File: config.mk
export PLATFORM = sky130hd
export DESIGN_NAME = dram_cmd_seq
export DESIGN_NICKNAME = d
export VERILOG_FILES = /design/src/rtl/dram_seq_pkg.sv /design/src/rtl/dram_seq_timer.sv /design/src/rtl/dram_seq_ctrl.sv /design/src/rtl/dram_seq_cmdgen.sv /design/src/rtl/dram_cmd_seq.sv
export SDC_FILE = /design/constraint.sdc
export NUM_CORES = 1
export LEC_CHECK = 0
export ABC_AREA = 1
export CAP_MARGIN = 20
export CELL_PAD_IN_SITES_DETAIL_PLACEMENT = 1
export CELL_PAD_IN_SITES_GLOBAL_PLACEMENT = 2
export CORE_ASPECT_RATIO = 0.6
export CORE_MARGIN = 2
export CORE_UTILIZATION = 31
export DETAILED_ROUTE_END_ITERATION = 7
export DONT_BUFFER_PORTS = 1
export GPL_TIMING_DRIVEN = 1
export PLACE_DENSITY_LB_ADDON = 0.3
export SLEW_MARGIN = 0
export SYNTH_ARGS = -nofsm -noshare
export SYNTH_HDL_FRONTEND = slang
export SYNTH_SLANG_ARGS = --single-unit
File: constraint.sdc
create_clock -name clk -period 2.7 [get_ports clk]
set_input_delay 0.54 -clock clk [delete_from_list [all_inputs] [get_ports clk]]
set_output_delay 0.54 -clock clk [all_outputs]
set_load 0.01 [all_outputs]
File: src/rtl/dram_seq_pkg.sv
package dram_seq_pkg;
  typedef enum logic [3:0] {
    ST_IDLE, ST_REF, ST_RFC, ST_ACT, ST_RCD,
    ST_RDCMD, ST_CLW, ST_RDAT, ST_WRCMD, ST_WDAT, ST_DAL
  } seq_state_e;

  typedef enum logic [2:0] {
    CMD_NOP = 3'd0,
    CMD_ACT = 3'd1,
    CMD_RDA = 3'd2,
    CMD_WRA = 3'd3,
    CMD_REF = 3'd4
  } dram_cmd_e;
endpackage

File: src/rtl/dram_seq_timer.sv
module dram_seq_timer #(
  parameter int CNT_W = 4
) (
  input  logic             clk,
  input  logic             rst_n,
  input  logic             load,
  input  logic [CNT_W-1:0] load_val,
  output logic             zero
);
  logic [CNT_W-1:0] cnt;

  always_ff @(posedge clk or negedge rst_n) begin
    if (!rst_n)          cnt <= '0;
    else if (load)       cnt <= load_val;
    else if (cnt != '0)  cnt <= cnt - 1'b1;
  end

  assign zero = (cnt == '0);


  timer_hold_chk: assert property (@(posedge clk) disable iff (!rst_n)
    (!load && !zero) |=> (cnt == $past(cnt) - 1'b1));
endmodule

File: src/rtl/dram_seq_ctrl.sv
module dram_seq_ctrl
  import dram_seq_pkg::*;
#(
  parameter int TRCD  = 3,
  parameter int CL    = 2,
  parameter int BL    = 4,
  parameter int TDAL  = 3,
  parameter int TRFC  = 5,
  parameter int CNT_W = 4
) (
  input  logic             clk,
  input  logic             rst_n,
  input  logic             init_done,
  input  logic             ref_req,
  input  logic             adsn,
  input  logic             rd_wrn,
  input  logic             tmr_zero,
  output seq_state_e       state,
  output logic             tmr_load,
  output logic [CNT_W-1:0] tmr_val
);
  seq_state_e nxt;

  // Number of cycles a state lasts; zero for one-cycle command states.
  function automatic int hold_len(seq_state_e s);
    case (s)
      ST_RFC:           return TRFC - 1;
      ST_RCD:           return TRCD - 1;
      ST_CLW:           return CL - 1;
      ST_RDAT, ST_WDAT: return BL;
      ST_DAL:           return TDAL;
      default:          return 0;
    endcase
  endfunction

  always_comb begin
    nxt = state;
    case (state)
      ST_IDLE:  if (init_done) begin
                  if (ref_req)   nxt = ST_REF;
                  else if (!adsn) nxt = ST_ACT;
                end
      ST_REF:   nxt = ST_RFC;
      ST_RFC:   if (tmr_zero) nxt = ST_IDLE;
      ST_ACT:   nxt = ST_RCD;
      ST_RCD:   if (tmr_zero) nxt = rd_wrn ? ST_RDCMD : ST_WRCMD;
      ST_RDCMD: nxt = ST_CLW;
      ST_CLW:   if (tmr_zero) nxt = ST_RDAT;
      ST_RDAT:  if (tmr_zero) nxt = ST_IDLE;
      ST_WRCMD: nxt = ST_WDAT;
      ST_WDAT:  if (tmr_zero) nxt = ST_DAL;
      ST_DAL:   if (tmr_zero) nxt = ST_IDLE;
      default:  nxt = ST_IDLE;
    endcase
  end

  assign tmr_load = (nxt != state) && (hold_len(nxt) != 0);
  assign tmr_val  = CNT_W'(hold_len(nxt) - 1);

  always_ff @(posedge clk or negedge rst_n) begin
    if (!rst_n) state <= ST_IDLE;
    else        state <= nxt;
  end


  rd_select_chk: assert property (@(posedge clk) disable iff (!rst_n)
    (state == ST_RCD && tmr_zero && rd_wrn) |=> (state == ST_RDCMD));

  init_gate_chk: assert property (@(posedge clk) disable iff (!rst_n)
    (state == ST_IDLE && !init_done) |=> (state == ST_IDLE));
endmodule

File: src/rtl/dram_seq_cmdgen.sv
module dram_seq_cmdgen
  import dram_seq_pkg::*;
(
  input  seq_state_e state,
  output logic [2:0] cmd,
  output logic       rd_en,
  output logic       wr_en,
  output logic       busy,
  output logic       ref_ack
);
  always_comb begin
    case (state)
      ST_REF:   cmd = CMD_REF;
      ST_ACT:   cmd = CMD_ACT;
      ST_RDCMD: cmd = CMD_RDA;
      ST_WRCMD: cmd = CMD_WRA;
      default:  cmd = CMD_NOP;
    endcase
  end

  assign rd_en   = (state == ST_RDAT);
  assign wr_en   = (state == ST_WDAT);
  assign busy    = (state != ST_IDLE);
  assign ref_ack = (state == ST_REF);
endmodule

File: src/rtl/dram_cmd_seq.sv
module dram_cmd_seq
  import dram_seq_pkg::*;
#(
  parameter int TRCD = 3,
  parameter int CL   = 2,
  parameter int BL   = 4,
  parameter int TDAL = 3,
  parameter int TRFC = 5
) (
  input  logic       clk,
  input  logic       rst_n,
  input  logic       init_done,
  input  logic       ref_req,
  input  logic       adsn,
  input  logic       rd_wrn,
  output logic [2:0] cmd,
  output logic       rd_en,
  output logic       wr_en,
  output logic       busy,
  output logic       ref_ack
);
  function automatic int max_of(int a, int b);
    return (a > b) ? a : b;
  endfunction

  localparam int MAX_WAIT = max_of(max_of(max_of(TRCD, CL), max_of(BL, TDAL)), TRFC);
  localparam int CNT_W    = $clog2(MAX_WAIT + 1);

  seq_state_e       state;
  logic             tmr_load;
  logic             tmr_zero;
  logic [CNT_W-1:0] tmr_val;

  dram_seq_ctrl #(
    .TRCD(TRCD), .CL(CL), .BL(BL), .TDAL(TDAL), .TRFC(TRFC), .CNT_W(CNT_W)
  ) u_ctrl (
    .clk(clk), .rst_n(rst_n), .init_done(init_done), .ref_req(ref_req),
    .adsn(adsn), .rd_wrn(rd_wrn), .tmr_zero(tmr_zero), .state(state),
    .tmr_load(tmr_load), .tmr_val(tmr_val)
  );

  dram_seq_timer #(.CNT_W(CNT_W)) u_timer (
    .clk(clk), .rst_n(rst_n), .load(tmr_load), .load_val(tmr_val), .zero(tmr_zero)
  );

  dram_seq_cmdgen u_cmdgen (
    .state(state), .cmd(cmd), .rd_en(rd_en), .wr_en(wr_en),
    .busy(busy), .ref_ack(ref_ack)
  );


  excl_enable_chk: assert property (@(posedge clk) disable iff (!rst_n)
    !(rd_en && wr_en));

  ref_wait_chk: assert property (@(posedge clk) disable iff (!rst_n)
    ref_ack |=> (busy && cmd == CMD_NOP && !ref_ack));

  act_wait_chk: assert property (@(posedge clk) disable iff (!rst_n)
    (cmd == CMD_ACT) |=> (busy && cmd == CMD_NOP));

  idle_hold_chk: assert property (@(posedge clk) disable iff (!rst_n)
    (!init_done && !busy) |=> !busy);

  write_recov_chk: assert property (@(posedge clk) disable iff (!rst_n)
    $fell(wr_en) |-> (busy && cmd == CMD_NOP));

  read_lat_chk: assert property (@(posedge clk) disable iff (!rst_n)
    $rose(rd_en) |-> ($past(busy) && $past(cmd) == CMD_NOP));
endmodule

# Word-level counts from Yosys, hierarchy flattened

Cells that the tools add are included.

Register bits after elaboration: 7
Input bits: 6
Output and inout port bits: 7
Word-level logic and storage cells: 43

Add/subtract/negate cells: 2
Equality and inequality tests: 17
Muxes and demuxes: 13
Reduce and logical (&&, ||, !) cells: 9

Operators by type and width:

| operator              | count |
|---|---|
| $pmux W4 S9           | 1 |
| $mux W4               | 8 |
| $reduce_bool A32 Y1   | 1 |
| $eq A4 B3 Y1 const B  | 7 |
| $pmux W3 S4           | 2 |
| $eq A4 B4 Y1 const B  | 5 |
| $eq A4 B2 Y1 const B  | 3 |
| $mux W3               | 2 |
| $reduce_or A3 Y1      | 2 |
| $sub A3 B1 Y3 const B | 2 |
| $eq A4 B1 Y1 const B  | 1 |
| $logic_not A4 Y1      | 1 |
| $ne A4 B4 Y1          | 1 |
| $reduce_bool A4 Y1    | 1 |
| $logic_not A3 Y1      | 1 |
| $reduce_bool A3 Y1    | 1 |
| $reduce_bool A2 Y1    | 1 |
| $logic_and A1 B1 Y1   | 1 |

# Longest topological paths before layout

Depth after elaboration: 10
Gate-level depth with buffers: 20

# Cells and area by module

A second synthesis with hierarchy kept.

Cells, all modules: 146
Area, all modules: 869.6 um2

Modules (own cells, without submodules):

| module          | instances | cells each | area an instance (um2) | sequential area each (um2) |
|---|---|---|---|---|
| dram_seq_ctrl   | 1         | 91         | 565.5                  | 100.1 |
| dram_seq_timer  | 1         | 32         | 207.7                  | 75.1 |
| dram_seq_cmdgen | 1         | 23         | 96.3                   | 0.0 |

# Worst setup path before layout

OpenSTA, ideal clock, no wires.

Path type: register to register
From: register u_ctrl.state[3]
To: register u_timer.cnt[2]
Setup time: 0.119 ns
Data arrival time: 1.999 ns
Slack: 0.582 ns
Stages on the path, launching flop included: 21
Buffers on the path: 1
Cell sequence: dfrtp_1 > buf_4 > inv_2 > nand2_1 > nor2_1 > nand3_1 > inv_2 > nor2_1 > nand3_1 > nand2_1 > nor2_2 > nand2_2 > nand2_2 > nand3_1 > nand2_1 > inv_1 > ha_1 > inv_1 > nand3_1 > nand2_1 > nor2_1

Elaborated cells between the ends (all ways): 34

RTL lines:

| what                                          | line                 | RTL |
|---|---|---|
| start, declared                               | dram_seq_ctrl.sv:18  | `output seq_state_e state,` |
| start signal, assigned                        | dram_seq_ctrl.sv:62  | `else state <= nxt;` |
| $eq A4 B3 Y1 (*)                              | -                    |  |
| named net rd_en                               | dram_cmd_seq.sv:17   | `output logic rd_en,` |
| $reduce_or A3 Y1 (no line) (*)                | -                    |  |
| $pmux W4 S9 (*)                               | dram_seq_ctrl.sv:38  | `case (state)` |
| $eq A4 B2 Y1, or another cell as far along    | dram_seq_ctrl.sv:26  | `case (s)` |
| $reduce_or A3 Y1 (no line)                    | -                    |  |
| $pmux W3 S4                                   | dram_seq_ctrl.sv:26  |  |
| $reduce_bool A32 Y1                           | dram_seq_ctrl.sv:57  | `assign tmr_load = (nxt != state) && (hold_len(nxt) != 0);` |
| $logic_and A1 B1 Y1                           | dram_seq_ctrl.sv:57  |  |
| $mux W3 or $reduce_bool A2 Y1 (tied branches) | -                    |  |
| end signal, assigned                          | dram_seq_timer.sv:14 | `else if (load) cnt <= load_val;` |
| end signal, assigned                          | dram_seq_timer.sv:15 | `else if (cnt != '0) cnt <= cnt - 1'b1;` |
| end, declared                                 | dram_seq_timer.sv:10 | `logic [CNT_W-1:0] cnt;` |

Mark *: on every way through the listed nets, which the timed path passes. The rest lies on a longest branch.
A chain may end at the register's enable or synchronous reset.

# Worst setup path after layout

From: register u_ctrl.state[3]
To: register u_timer.cnt[2]

Elaborated cells between the ends (all ways): 34

RTL lines:

| what                                          | line                | RTL |
|---|---|---|
| $eq A4 B3 Y1, or another cell as far along    | dram_seq_ctrl.sv:38 |  |
| $reduce_or A3 Y1 (no line)                    | -                   |  |
| $pmux W4 S9 (*)                               | dram_seq_ctrl.sv:38 |  |
| named net u_ctrl.nxt[0]                       | dram_seq_ctrl.sv:22 | `seq_state_e nxt;` |
| $eq A4 B2 Y1, or another cell as far along    | dram_seq_ctrl.sv:26 |  |
| $reduce_or A3 Y1 (no line)                    | -                   |  |
| $pmux W3 S4                                   | dram_seq_ctrl.sv:26 |  |
| $reduce_bool A32 Y1                           | dram_seq_ctrl.sv:57 |  |
| $logic_and A1 B1 Y1                           | dram_seq_ctrl.sv:57 |  |
| $mux W3 or $reduce_bool A2 Y1 (tied branches) | -                   |  |

Marked as above.

==> results summary <==
The flow ran to the end, and the final reports show no timing, DRC or antenna violations. The Yosys step of the flow raised 0 warnings. The clock input transition at the sequential cells of the worst setup and hold paths came out at around 0.040 ns. Data arrives at the worst endpoint at roughly 2.6 ns.

Entering global routing, the biggest net connects 9 pins. The floorplan step defined a die boundary enclosing about 3200 µm². The worst setup path is captured at a flop.

The leakage power of the design came out at approximately 0.57 nW. The worst hold path belongs to the class input pin to async pin. The final estimated routing congestion in global placement came out at between 0.8 and 0.9. TritonCTS built the clock tree.

The core region is approximately 2600 µm². The leftover overflow at the end of global routing came out at 0. Power spread over the standard cell area amounts to approximately 1600 nW/µm². The boundary pin count came out at 13. The via count of the first global-routing pass is ~860.

The placed instance count is 174. The number of I/O port buffers is 0. The synthesized net count is approximately 150. The fmax is 406 MHz. The vias per cell came out at approximately 5.1. The fraction of layout cells with a size suffix above 1 is between 20% and 30%. The count of final setup violators came out at 0. The gate count after technology mapping is around 140. CTS built an H-tree with a depth of 1. The total wire length is between 2000 and 3000 µm.

The post-synthesis register bit count came out at 7. The number of clock buffers inserted by TritonCTS is 3. The DRC violations left is 0.

Dividing the final minimum period by the clock period gives 91.3%. The pin slew with the least headroom to its limit is approximately 0.64 ns. The highest net fanout along the worst path came out at 8. In the final layout, the multi-input gates occupy between 500 and 600 µm². The average wire length per cell after detail routing came out at approximately 14 µm. The tree is rooted in a sky130_fd_sc_hd__clkbuf_8. In this run the horizontal extent of the chip is a little over 70 µm. The final sum of negative setup slack is 0 ns.

The worst-case register-to-register setup slack came out at about 0.24 ns. The placed wire-length estimate after detailed placement came out at between 2000 and 2500 µm. In the final layout, flip-flops and latches occupy around 180 µm².

The effective utilization at floorplan is approximately a third. The residual antenna-violating net count after detailed routing is 0. The remaining max-slew budget at the tightest pin is 57.0%.

The number of hold violations in the final report was 0. The clock tree skew after final layout came out at approximately 0.0023 ns. Detailed routing inserted a total of roughly 900 vias. The worst setup path is launched from a flop. The time the worst path needs with I/O delays and setup is 2.46 ns. The post-route cell area came out at roughly 930 µm². The post-synth design cell area is ~850 µm². The worst hold-check slack is between 0.6 and 0.7 ns. The data required time of the worst path is between 2 and 3 ns.

The worst setup path is of the flop to flop kind. The area added between synthesis and finish came out at 10.0%. The number of antenna repair diodes is 0. CTS saw 7 sinks. The vertical die dimension came out at around 45 µm. The initial antenna violation count came to 0. The final standard cell count with taps included and fillers excluded is roughly 180.

The number of placement rows is 14. The clock latency on the worst-skew pair came out at roughly 0.23 ns. The starting DRC count in detailed routing is 48.

The fraction of the yosys area taken by sequential cells is 20.6%. In this run the mean area of a mapped cell was 5.89 µm². In the final design database the tool counted between 150 and 200 nets. The netlist uses 24 different library cells. The overall fraction of global-route tracks in use is between 15 and 20%.

The worst ir drop on vdd came out at 0.324 mV. The pre-antenna-repair detailed-routing pass consisted of 4 iterations. The maximum buffer depth of the clock tree came out at 2. The filler cell count in the final layout is between 300 and 400. The cell area after placement is 873 µm². The global-route wire length before repair came out at just over 4000 µm. The count of max-cap constraint violations is 0. The number of pins with negative max-slew slack in the final report is 0.
-- through the flow --
step	total power [mW]	setup slack (ns)	utilization, %
6_report	1.46	0.236	36.5
5_1_grt	1.62	-0.00634	36.5
4_1_cts	1.46	0.171	35.9
3_5_place_dp	1.30	0.186	34.1
3_3_place_gp	1.28	0.257	34.1
2_1_floorplan	1.09	0.582	-
-- path summary, 6_finish.rpt --
check,from,end,cells after the start
hold / removal,rst_n,u_ctrl.state[1]$_DFF_PN0_,1
max in group asynchronous,rst_n,u_ctrl.state[3]$_DFF_PN0_,1
setup reg to reg,u_ctrl.state[3]$_DFF_PN0_,u_timer.cnt[2]$_DFFE_PN0P_,18
hold reg to reg,u_timer.cnt[2]$_DFFE_PN0P_,u_timer.cnt[2]$_DFFE_PN0P_,3
setup / recovery,u_ctrl.state[3]$_DFF_PN0_,u_timer.cnt[2]$_DFFE_PN0P_,18
min in group clk,u_timer.cnt[2]$_DFFE_PN0P_,u_timer.cnt[2]$_DFFE_PN0P_,3
-- cells by family (layout without fill, tap and decap cells) --
logic type / count (synthesis) / after routing / synth area share [%]
buf+inv: 28 / 31 / 13.4
simple gates: 102 / 102 / 60.3
flops: 7 / 7 / 20.6
fa+ha+maj: 1 / 1 / 1.47
compound gates: 6 / 6 / 4.13
-- timing repair --
item	CTS	global route
buffers inserted	0	0
hold endpoints to repair	0	7
hold buffers	0	1
gates resized for setup	0	2
setup endpoints to repair	0	1
-- critical path: stages (launching register included) --
cell	delay, ns
sky130_fd_sc_hd__dfrtp_1	0.59
sky130_fd_sc_hd__inv_2	0.12
sky130_fd_sc_hd__nand2_1	0.13
sky130_fd_sc_hd__nor2_1	0.06
sky130_fd_sc_hd__nand2_1	0.10
sky130_fd_sc_hd__nand2_1	0.08
sky130_fd_sc_hd__nor2_1	0.13
sky130_fd_sc_hd__nand3_2	0.15
sky130_fd_sc_hd__nor2_4	0.13
sky130_fd_sc_hd__nand3_1	0.08
sky130_fd_sc_hd__nand2_1	0.09
sky130_fd_sc_hd__nand2_2	0.09
sky130_fd_sc_hd__nand2_1	0.09
sky130_fd_sc_hd__nand3_1	0.07
sky130_fd_sc_hd__o21ai_1	0.08
sky130_fd_sc_hd__ha_1	0.15
sky130_fd_sc_hd__inv_1	0.05
sky130_fd_sc_hd__a21oi_1	0.11
sky130_fd_sc_hd__nor2_1	0.07
-- per-layer routing --
layer | routed length, µm | part of all wire [%] | GRT usage, %
met3 | 106 | 4.2 | 2.73
met4 | 0 | 0 | 2.26
met2 | 1080 | 42 | 25.0
met1 | 1360 | 53 | 26.3
met5 | 0 | 0 | 0
-- final cells by class --
cell class                      instances  share of cell area [%]
Multi-Input combinational cell        109                    60.5
Sequential cell                         7                    18.8
Inverter                               26                    10.6
Clock buffer                            4                    4.83
Tap cell                               32                    4.29
Timing Repair Buffer                    1                    1.07
-- synthesized netlist by cell type (all sizes together) --
cell type  count  area, µm²
a21oi          2       10.0
a31oi          1       6.26
buf            2       15.0
clkinv         2       8.75
dfrtp          7        175
ha             1       12.5
inv           24       90.1
nand2         55        241
nand3         17        113
nand3b         1       7.51
nand4          1       6.26
nor2          27        139
nor3           1       5.00
o2111ai        1       8.76
o21ai          2       10.0
-- flip-flops by register name, indices dropped and copies added, names as in the netlist --
| name | flops |
|---|---|
| u_ctrl.state | 4 |
| u_timer.cnt | 3 |
-- cells in the final DEF (no fill, tap or decap), types with 2 or more instances in the layout --
master,n
sky130_fd_sc_hd__dfrtp_1,7
sky130_fd_sc_hd__nor2_2,8
sky130_fd_sc_hd__clkbuf_8,3
sky130_fd_sc_hd__nand2_1,43
sky130_fd_sc_hd__inv_1,18
sky130_fd_sc_hd__a21oi_1,2
sky130_fd_sc_hd__inv_2,6
sky130_fd_sc_hd__nand3_1,13
sky130_fd_sc_hd__nor2_1,16
sky130_fd_sc_hd__nand2_2,11
sky130_fd_sc_hd__nand3_2,3
sky130_fd_sc_hd__nor2_4,3
-- where the power goes --
| group | switching, mW | total, mW | internal, mW |
|---|---|---|---|
| registers | 0.0856 | 0.250 | 0.164 |
| clock network | 0.0471 | 0.149 | 0.102 |
| logic | 0.718 | 1.06 | 0.342 |
| total | 0.851 | 1.46 | 0.608 |
(Power assumes the default switching activity.)
